## src/rtl/psr_pkg.sv

```systemverilog
`timescale 1ns/1ps
// Shared constants, mode codes and the status-word layout for the status unit.
// Assumes a 32-bit word with flags in the top nibble and control in the low byte.
package psr_pkg;

    localparam int PSR_W      = 32;
    localparam int MODE_W     = 5;
    localparam int FLAG_W     = 4;
    localparam int CTRL_W     = 8;
    localparam int NUM_BANKS  = 5;
    localparam int BANK_IDX_W = $clog2(NUM_BANKS);
    localparam int RSVD_W     = PSR_W - FLAG_W - CTRL_W;

    typedef enum logic [MODE_W-1:0] {
        MODE_USR = 5'h10,
        MODE_FIQ = 5'h11,
        MODE_IRQ = 5'h12,
        MODE_SVC = 5'h13,
        MODE_ABT = 5'h17,
        MODE_UND = 5'h1B,
        MODE_SYS = 5'h1F
    } mode_e;

    typedef struct packed {
        logic [FLAG_W-1:0] flags;    // N Z C V
        logic [RSVD_W-1:0] rsvd;
        logic              irq_off;
        logic              fiq_off;
        logic              thumb;
        logic [MODE_W-1:0] mode;
    } psr_t;

    localparam logic [PSR_W-1:0] PSR_RESET = 32'h0000_00D3;

    // True for the seven legal mode codes.
    function automatic logic psr_mode_legal(input logic [MODE_W-1:0] code);
        case (code)
            MODE_USR, MODE_FIQ, MODE_IRQ, MODE_SVC,
            MODE_ABT, MODE_UND, MODE_SYS: return 1'b1;
            default:                      return 1'b0;
        endcase
    endfunction

endpackage

```

## src/rtl/psr_mode_check.sv

```systemverilog
`timescale 1ns/1ps
// Maps a mode code to its saved-word slot.
// Assumes slots are numbered FIQ, IRQ, SVC, ABT, UND; other codes have no slot.
module psr_mode_check
    import psr_pkg::*;
(
    input  logic [MODE_W-1:0]     code,
    output logic                  banked,
    output logic [BANK_IDX_W-1:0] bank
);

    // Decode the code into slot presence and slot number.
    always_comb begin
        banked = 1'b1;
        bank   = '0;
        case (code)
            MODE_FIQ: bank = BANK_IDX_W'(0);
            MODE_IRQ: bank = BANK_IDX_W'(1);
            MODE_SVC: bank = BANK_IDX_W'(2);
            MODE_ABT: bank = BANK_IDX_W'(3);
            MODE_UND: bank = BANK_IDX_W'(4);
            default:  banked = 1'b0;
        endcase
    end

endmodule

```

## src/rtl/psr_spsr_bank.sv

```systemverilog
`timescale 1ns/1ps
// Storage for the saved status words, one register per exception mode.
// Assumes at most one write per cycle; reads are combinational.
module psr_spsr_bank #(
    parameter int NB = 5,
    parameter int W  = 32,
    localparam int IW = (NB > 1) ? $clog2(NB) : 1
) (
    input  logic          clk,
    input  logic          rst_n,
    input  logic          wr_en,
    input  logic [IW-1:0] wr_idx,
    input  logic [W-1:0]  wr_data,
    input  logic          rd_en,
    input  logic [IW-1:0] rd_idx,
    output logic [W-1:0]  rd_data
);

    localparam logic [IW-1:0] LAST_IDX = IW'(NB - 1);

    logic [W-1:0] slot [NB];

    for (genvar g = 0; g < NB; g++) begin : g_slot
        // Hold one saved word; load it when this slot is addressed.
        always_ff @(posedge clk) begin
            if (!rst_n)
                slot[g] <= '0;
            else if (wr_en && wr_idx == IW'(g))
                slot[g] <= wr_data;
        end
    end

    // Return the addressed slot, or zero when there is none.
    always_comb begin
        rd_data = '0;
        if (rd_en && rd_idx <= LAST_IDX)
            rd_data = slot[rd_idx];
    end

endmodule

```

## src/rtl/psr_bx_align.sv

```systemverilog
`timescale 1ns/1ps
// Realigns a branch-with-exchange target and extracts the new state bit.
// Assumes bit 0 of the target selects halfword (1) or word (0) alignment.
module psr_bx_align #(
    parameter int W = 32
) (
    input  logic [W-1:0] target,
    output logic [W-1:0] new_pc,
    output logic         to_thumb
);

    // Clear the alignment bits the selected state does not use.
    always_comb begin
        to_thumb = target[0];
        if (target[0])
            new_pc = {target[W-1:1], 1'b0};
        else
            new_pc = {target[W-1:2], 2'b00};
    end

endmodule

```

## src/rtl/psr_unit.sv

```systemverilog
`timescale 1ns/1ps
// Live status word with saved copies per exception mode.
// Assumes at most one request acts per cycle; priority is exception entry,
// branch-with-exchange, software write, then ALU flag update.
module psr_unit
    import psr_pkg::*;
(
    input  logic              clk,
    input  logic              rst_n,
    input  logic              flag_we,
    input  logic [FLAG_W-1:0] flag_in,
    input  logic              sw_we,
    input  logic              sw_flags_en,
    input  logic              sw_ctrl_en,
    input  logic [FLAG_W-1:0] sw_flags,
    input  logic [CTRL_W-1:0] sw_ctrl,
    input  logic              bx_valid,
    input  logic [PSR_W-1:0]  bx_target,
    input  logic              exc_valid,
    input  logic [MODE_W-1:0] exc_mode,
    output logic [PSR_W-1:0]  cpsr,
    output logic [MODE_W-1:0] mode,
    output logic              thumb,
    output logic              irq_mask,
    output logic              fiq_mask,
    output logic              privileged,
    output logic [PSR_W-1:0]  spsr_rd,
    output logic [PSR_W-1:0]  bx_pc,
    output logic              bx_flush
);

    psr_t                  cur_q, cur_d;
    logic                  cur_banked, exc_banked;
    logic [BANK_IDX_W-1:0] cur_bank, exc_bank;
    logic                  bx_thumb;
    logic                  exc_take;
    logic                  is_priv;

    psr_mode_check u_cur_mode (
        .code   (cur_q.mode),
        .banked (cur_banked),
        .bank   (cur_bank)
    );

    psr_mode_check u_exc_mode (
        .code   (exc_mode),
        .banked (exc_banked),
        .bank   (exc_bank)
    );

    psr_bx_align #(.W(PSR_W)) u_bx (
        .target   (bx_target),
        .new_pc   (bx_pc),
        .to_thumb (bx_thumb)
    );

    psr_spsr_bank #(.NB(NUM_BANKS), .W(PSR_W)) u_bank (
        .clk     (clk),
        .rst_n   (rst_n),
        .wr_en   (exc_take),
        .wr_idx  (exc_bank),
        .wr_data (cur_q),
        .rd_en   (cur_banked),
        .rd_idx  (cur_bank),
        .rd_data (spsr_rd)
    );

    assign is_priv  = (cur_q.mode != MODE_USR);
    assign exc_take = exc_valid && exc_banked;

    // Pick the single winning request and form the next live word.
    always_comb begin
        cur_d = cur_q;
        if (exc_take) begin
            cur_d.mode    = exc_mode;
            cur_d.thumb   = 1'b0;
            cur_d.irq_off = 1'b1;
            if (exc_mode == MODE_FIQ)
                cur_d.fiq_off = 1'b1;
        end else if (bx_valid) begin
            cur_d.thumb = bx_thumb;
        end else if (sw_we) begin
            if (sw_flags_en)
                cur_d.flags = sw_flags;
            if (sw_ctrl_en && is_priv) begin
                cur_d.irq_off = sw_ctrl[7];
                cur_d.fiq_off = sw_ctrl[6];
                cur_d.thumb   = sw_ctrl[5];
                if (psr_mode_legal(sw_ctrl[MODE_W-1:0]))
                    cur_d.mode = sw_ctrl[MODE_W-1:0];
            end
        end else if (flag_we) begin
            cur_d.flags = flag_in;
        end
        cur_d.rsvd = '0;
    end

    // Live word register with synchronous reset.
    always_ff @(posedge clk) begin
        if (!rst_n)
            cur_q <= psr_t'(PSR_RESET);
        else
            cur_q <= cur_d;
    end

    // Drive the decoded view of the live word.
    always_comb begin
        cpsr       = cur_q;
        mode       = cur_q.mode;
        thumb      = cur_q.thumb;
        irq_mask   = cur_q.irq_off;
        fiq_mask   = cur_q.fiq_off;
        privileged = is_priv;
        bx_flush   = bx_valid;
    end

    a_r2_rsvd_zero: assert property (@(posedge clk) disable iff (!rst_n)
        cpsr[27:8] == '0);

    a_r5_mode_legal: assert property (@(posedge clk) disable iff (!rst_n)
        psr_mode_legal(mode));

    a_r4_user_ctrl_locked: assert property (@(posedge clk) disable iff (!rst_n)
        (mode == MODE_USR && !exc_valid && !bx_valid)
        |=> cpsr[7:0] == $past(cpsr[7:0]));

    a_r6_bx_state: assert property (@(posedge clk) disable iff (!rst_n)
        (bx_valid && !exc_take)
        |=> (thumb == $past(bx_target[0])) && (mode == $past(mode))
            && (cpsr[31:28] == $past(cpsr[31:28])));

    a_r7_exc_saved: assert property (@(posedge clk) disable iff (!rst_n)
        exc_take |=> (spsr_rd == $past(cpsr)) && (mode == $past(exc_mode))
                     && irq_mask && !thumb);

endmodule

```

## config.mk

```make
export PLATFORM = sky130hd
export DESIGN_NAME = psr_unit
export DESIGN_NICKNAME = d
export VERILOG_FILES = /design/src/rtl/psr_pkg.sv /design/src/rtl/psr_mode_check.sv /design/src/rtl/psr_spsr_bank.sv /design/src/rtl/psr_bx_align.sv /design/src/rtl/psr_unit.sv
export SDC_FILE = /design/constraint.sdc
export NUM_CORES = 1
export LEC_CHECK = 0
export ABC_AREA = 0
export BUFFER_PORTS_ARGS = -buffer_cell sky130_fd_sc_hd__buf_2
export CORE_MARGIN = 1
export CORE_UTILIZATION = 50
export DETAILED_ROUTE_END_ITERATION = 10
export GPL_TIMING_DRIVEN = 1
export HOLD_SLACK_MARGIN = 0.06
export PLACE_DENSITY = 0.72
export SYNTH_ARGS = -nofsm -noshare
export SYNTH_HDL_FRONTEND = slang
export SYNTH_HIERARCHICAL = 1
export SYNTH_SLANG_ARGS = --single-unit
```

## constraint.sdc

```tcl
create_clock -name clk -period 11.4 [get_ports clk]
set_input_delay 2.28 -clock clk [delete_from_list [all_inputs] [get_ports clk]]
set_output_delay 2.28 -clock clk [all_outputs]
set_load 0.005 [all_outputs]
```

==> results of run 1 <==
[critical path, cell delays in order, from the launching register on]
cell and delay (ps):
dfxtp_1 630, nand2_1 190, nor3b_2 200, buf_4 830, o21ai_0 190, nand2_1 110
buf_4 390, a211oi_1 150, buf_2 180
[layout by cell type (no fill, tap or decap), drive strengths merged, types with 7 or more instances in the layout]
master	n
a211oi	38
and2	161
buf	99
clkbuf	19
clkinv	7
conb	121
dfxtp	12
edfxtp	160
inv	11
mux2	34
mux2i	41
nand2	11
nor2	13
nor3	11
o22ai	32
[through the flow]
stage	power (mW)	setup WS, ps	util [%]	area, um2	std cells
2_1_floorplan	0.872	5490	-	8960	780
3_3_place_gp	0.914	6360	55.0	9120	1000
3_5_place_dp	0.920	6240	55.0	9120	1000
4_1_cts	1.47	5790	58.5	9700	1032
5_1_grt	1.51	5550	58.5	9700	1032
6_report	1.46	5820	58.5	9700	1032
[cell type report]
class	instances	share of cell area, %
inverters	6	0.232
flip-flops and latches	172	52.0
multi-input cells	503	33.5
clock inverters	13	1.34
clock buffers	19	4.57
well taps	220	2.84
repair buffers	99	5.47
[worst paths after layout]
kind                                end  slack, ps  cells past startpoint
setup reg to reg   mode[1]$_SDFFE_PN1P_       9430                      4
setup / recovery             spsr_rd[0]       5820                      8
hold / removal    cpsr[28]$_SDFFE_PN0P_        580                      2
hold reg to reg   cpsr[28]$_SDFFE_PN0P_        580                      2
[sequential cells by signal (all words and copies together), names as in the netlist]
name,cells
thumb,1
u_bank/slot,160
cpsr,4
irq_mask,1
mode,5
fiq_mask,1
[per-layer routing]
layer	vias up	GRT usage (%)	wire, um
li1	2505	-	-
met1	2522	24.7	7370
met2	168	36.6	8920
met3	37	4.06	873
met4	0	8.68	414
met5	-	0	0
[logic make-up after synthesis]
family / after synthesis
compound gates: 87
xor+xnor: 2
buf+inv: 105
flops: 172
mux: 75
other cells: 2
simple gates: 218
[power groups by stage]
| stage | combinational (mW) | sequential, mW | clock (mW) |
|---|---|---|---|
| final | 0.173 | 0.733 | 0.555 |
| after global routing | 0.190 | 0.736 | 0.586 |
| after CTS | 0.174 | 0.733 | 0.561 |
| after detailed placement | 0.173 | 0.747 | 0 |
| after global placement | 0.171 | 0.744 | 0 |
| after floorplan | 0.129 | 0.743 | 0 |
==> results.json, run 1 <==
{
  "grt_pass1_wl_um": 27700,
  "finalCritPeriodShare_pct": 49.0,
  "pin_count": 167,
  "synth_ff_type": "edfxtp_1",
  "drive_gt1_share_pct": 21.8,
  "worstHoldStart": "cpsr[28]$_SDFFE_PN0P_",
  "synth_compound_area_share_pct": 7.22,
  "core_region_area_mm2": 0.0166,
  "vias_per_cell": 5.07,
  "p_seq_share_pct": 50.1,
  "fmax_ghz": 0.179,
  "multi_input_area_mm2": 0.00325,
  "drv_cap": 0,
  "crit_fanout": 65,
  "crit_start": "mode[1]$_SDFFE_PN1P_",
  "cts_hold_buf": 0,
  "finalHoldViolations": 0,
  "synth_area_leaders": "edfxtp_1, and2_1, buf_4, mux2i_1, mux2_2",
  "synthCells": 661,
  "grt_start_max_net_pins": 66,
  "final_max_slew_viol_count": 0,
  "synthTopCellsByCount": "and2_1, edfxtp_1, buf_4",
  "first_global_vias": 5359,
  "r2r-start": "mode[3]$_SDFFE_PN0P_",
  "synth_top_family_by_area": "simple AND/OR/NAND/NOR gates",
  "clock_sinks": 172,
  "fp.dieW_um": 132,
  "synth_xor_xnor_area_share_pct": 0.206,
  "dr.pass1.iters": 4,
  "vdd_ir_drop_max_v": 0.0000862,
  "drt_first_iter_violations": 313,
  "synth_fa_ha_area_share_pct": 0,
  "yosys_warnings": 6,
  "insertion_delay_ps": 420,
  "p_per_area_mw_per_mm2": 151,
  "hold_path.class": "reg -> reg",
  "start_util_pct": 51.3,
  "num-fill-cells": 1366,
  "grt_use_total_pct": 20.7,
  "areaGrowthSynthToFinish_pct": 13.9,
  "synthSimpleGateAreaFrac_pct": 15.6,
  "power.switching_mw": 0.356,
  "synth.mux.area_fraction_pct": 9.32,
  "required_ps": 9120,
  "die_h_um": 132,
  "yosysSeqAreaShare_pct": 59.3,
  "htreeDepth": 4,
  "ys_seq_elements": 172,
  "cts-resized-gates": 0,
  "outcome": "complete, no violations",
  "cts_tree": "done",
  "clockPowerShare_pct": 38.0,
  "cts_max_path_buffers": 2,
  "nets": 860,
  "start_kind": "flip-flop",
  "p_comb_share_pct": 11.9,
  "postCtsSetupRepairBufs": 0,
  "drc": 0,
  "synthArstFlopShare_pct": 0,
  "netSwitchingFraction_pct": 24.3,
  "synth_top_area_cell": "edfxtp_1",
  "vias": 5232,
  "tightest_slew_ps": 1170,
  "diodes": 0,
  "synth-edff-count": 160,
  "synth.top_cell.area_share_pct": 56.5,
  "final_antenna_net_count": 0,
  "port_buffers": 85,
  "cts_made_buffers": 17,
  "rsz0062_at_grt": "no",
  "path_clk_slew_ps": 70,
  "maxSlewHeadroom_pct": 21.7,
  "cts_root_buf": "clkbuf_16",
  "antenna_found_initial": 0,
  "hpwl_um": 10500,
  "cp-end-kind": "output pin",
  "synth_cell_type_count": 43,
  "final-seq-area_mm2": 0.00504,
  "crit_type": "reg -> out",
  "cp_data_arrival_time_ps": 3300,
  "design.die.area_mm2": 0.0175,
  "p_leak_nw": 4.04,
  "fin_crit_ps": 5580,
  "row_count": 47,
  "finalSetupViolCount": 0,
  "wl_per_cell_um": 17.0,
  "hold_ws_ps": 582,
  "wirelength_um": 17600,
  "synth_area_per_cell_um2": 12.9,
  "skew_ps": 9.71,
  "fin_setup_tns_ps": 0,
  "p_int_mw": 1.11,
  "yosysMostFrequentCell": "and2_1",
  "gp_congestion": 0.788,
  "syn-cell-area_mm2": 0.00851,
  "grt.overflow.total": 0
}
Note: power is estimated with default switching activity, not from simulation.
==> run 2: changes to the inputs <==
--- a/config.mk
+++ b/config.mk
@@ -5,7 +5,7 @@
 export SDC_FILE = /design/constraint.sdc
 export NUM_CORES = 1
 export LEC_CHECK = 0
-export ABC_AREA = 0
+export ABC_AREA = 1
 export BUFFER_PORTS_ARGS = -buffer_cell sky130_fd_sc_hd__buf_2
 export CORE_MARGIN = 1
 export CORE_UTILIZATION = 50
==> constraint.sdc (replaced) <==
create_clock -name clk -period 5.5 [get_ports clk]
set_input_delay 1.1 -clock clk [delete_from_list [all_inputs] [get_ports clk]]
set_output_delay 1.1 -clock clk [all_outputs]
set_load 0.005 [all_outputs]
==> results.json, run 2 <==
{
  "start_util_pct": 51.4,
  "fmax_ghz": 0.250,
  "cts_tree": "done",
  "die_h_um": 136,
  "p_per_area_mw_per_mm2": 320,
  "yosysMostFrequentCell": "nand2_1",
  "clock_sinks": 172,
  "fin_crit_ps": 3990,
  "synth_cell_type_count": 28,
  "drt_first_iter_violations": 497,
  "final_antenna_net_count": 0,
  "pre_cts_ws_ps": 1760,
  "grt_start_max_net_pins": 66,
  "postCtsSetupRepairBufs": 0,
  "drive_gt1_share_pct": 19.6,
  "synth_area_per_cell_um2": 9.32,
  "final_common_cell": "nand2_1",
  "wl_per_cell_um": 16.0,
  "pin_count": 167,
  "areaGrowthSynthToFinish_pct": 8.34,
  "drv_cap": 0,
  "fin_setup_tns_ps": 0,
  "worst_slack_ps": 1510,
  "cp-end-kind": "output pin",
  "final_area_mm2": 0.00967,
  "final_max_slew_viol_count": 0,
  "crit_type": "reg -> out",
  "htreeDepth": 4,
  "skew_ps": 7.25,
  "reg2reg_to": "mode[4]$_SDFFE_PN1P_",
  "final_cell_mix": "nand2_1, nor2_1, edfxtp_1",
  "design.die.area_mm2": 0.0184,
  "required_ps": 4400,
  "r2r-start": "mode[3]$_SDFFE_PN0P_",
  "total_power_mw": 3.09,
  "insertion_delay_ps": 420,
  "vias": 6444,
  "cts_made_buffers": 17,
  "dr.pass1.iters": 5,
  "cts_root_buf": "clkbuf_16",
  "crit_start": "mode[3]$_SDFFE_PN0P_",
  "p_leak_nw": 4.18,
  "cp_data_arrival_time_ps": 2890,
  "tightest_slew_ps": 870,
  "path_clk_slew_ps": 60,
  "drc": 0,
  "r2r_setup_slack_ps": 4130,
  "outcome": "complete, no violations",
  "gp_congestion": 0.851,
  "grt.overflow.total": 0,
  "cts_max_path_buffers": 2,
  "nets": 1063,
  "first_global_vias": 6059,
  "vdd_ir_drop_max_v": 0.000238,
  "synthArstFlopShare_pct": 0,
  "finalSetupViolCount": 0,
  "diodes": 0,
  "synth_ff_type": "edfxtp_1",
  "cts-resized-gates": 0,
  "regMostFlops": "u_bank/slot",
  "crit_fanout": 34,
  "dpl.cell_count": 1208,
  "grt_use_total_pct": 22.6,
  "vias_per_cell": 5.20,
  "worst_r2r_path_depth": 7,
  "place_area_mm2": 0.00909,
  "hpwl_um": 11400,
  "port_buffers": 85,
  "synth-edff-count": 160,
  "start_kind": "flip-flop",
  "ys_seq_elements": 172,
  "synth_top_area_cell": "edfxtp_1",
  "finalHoldViolations": 0,
  "num-fill-cells": 1528,
  "finalCritPeriodShare_pct": 72.6,
  "grt_pass1_wl_um": 31300,
  "syn-cell-area_mm2": 0.00892,
  "antenna_found_initial": 0,
  "crit_end": "spsr_rd[1]",
  "fp.dieW_um": 136,
  "synthCells": 958,
  "row_count": 48,
  "hold_path.class": "reg -> reg",
  "cts_hold_buf": 0,
  "core_region_area_mm2": 0.0174,
  "synth_area_leaders": "edfxtp_1, nand2_1, nor2_1, nand3_1, buf_4",
  "wirelength_um": 19800,
  "maxSlewHeadroom_pct": 41.8,
  "synth.top_cell.area_share_pct": 53.8,
  "largest_reg_flops": 160,
  "yosys_warnings": 6,
  "final_cells": 1240,
  "rsz0062_at_grt": "no",
  "synthTopCellsByCount": "nand2_1, nor2_1, edfxtp_1",
  "yosysSeqAreaShare_pct": 56.5
}
[run 2: changes by cell type after synthesis, moves of 38 or more]
cell,previous run,this run
nor2_1,13,165
and2_1,161,0
nand3_1,2,118
a211oi_1,38,0
nand2_1,11,214
mux2i_1,41,0
inv_1,4,51
[run 2: critical path, stage by stage, from the launching register on]
cell     delay [ps]
dfxtp_1         540
nor2_1          110
nand2_1         120
nand2_2          80
inv_2           480
buf_4           460
nand2_1          90
nand3_1          80
nand2_1          60
a21oi_1         240
buf_2           180
[run 2: layer usage]
layer  GRT usage, %  part of all wire, %  wire length (um)  vias to the layer above
met2           39.0                   50              9910                      263
met4           7.68                  1.4               276                        0
met1           28.5                   42              8350                     3020
met5              0                    0                 0                        -
met3           4.26                  6.4              1280                       30
li1               -                    -                 -                     3131
[run 2: cell families (layout without fill, tap and decap cells)]
family / after synthesis / count (layout) / share of synthesized area (%)
AO/OA/AOI/OAI: 44 / 44 / 2.86
buffers and inverters: 172 / 190 / 11.7
flip-flops: 172 / 172 / 56.5
other: 2 / 41 / 0.0841
AND/OR/NAND/NOR: 568 / 568 / 28.9
[run 2: power breakdown]
part	internal [mW]	switching [mW]
logic	0.146	0.273
clock network	0.697	0.461
registers	1.49	0.0217
total	2.33	0.755
[run 2: metrics by stage]
stage	util (%)	hold slack (ps)
after CTS	55.7	530
after floorplan	-	486
after global placement	52.4	490
after global routing	55.7	560
final	55.7	529
after detailed placement	52.4	518
[run 2: worst min-delay path by stage]
stage | start | endpoint | slack [ps] | cells after the start
finish | cpsr[29]$_SDFFE_PN0P_ | cpsr[29]$_SDFFE_PN0P_ | 530 | 1
global route | cpsr[29]$_SDFFE_PN0P_ | cpsr[29]$_SDFFE_PN0P_ | 560 | 1
CTS | irq_mask$_SDFFE_PP1P_ | irq_mask$_SDFFE_PP1P_ | 530 | 2
detailed placement | cpsr[29]$_SDFFE_PN0P_ | cpsr[29]$_SDFFE_PN0P_ | 520 | 1
global placement | irq_mask$_SDFFE_PP1P_ | irq_mask$_SDFFE_PP1P_ | 490 | 2
floorplan | irq_mask$_SDFFE_PP1P_ | irq_mask$_SDFFE_PP1P_ | 490 | 2
[run 2: area by class of cell]
type	instances	area (um2)	share of cell area, %
clock buffer	28	562	5.81
clock inverter	4	21.3	0.220
inverter	61	229	2.37
multi-input combinational	653	2990	30.9
sequential	172	5040	52.2
tap	225	282	2.91
timing repair buffer	97	541	5.59
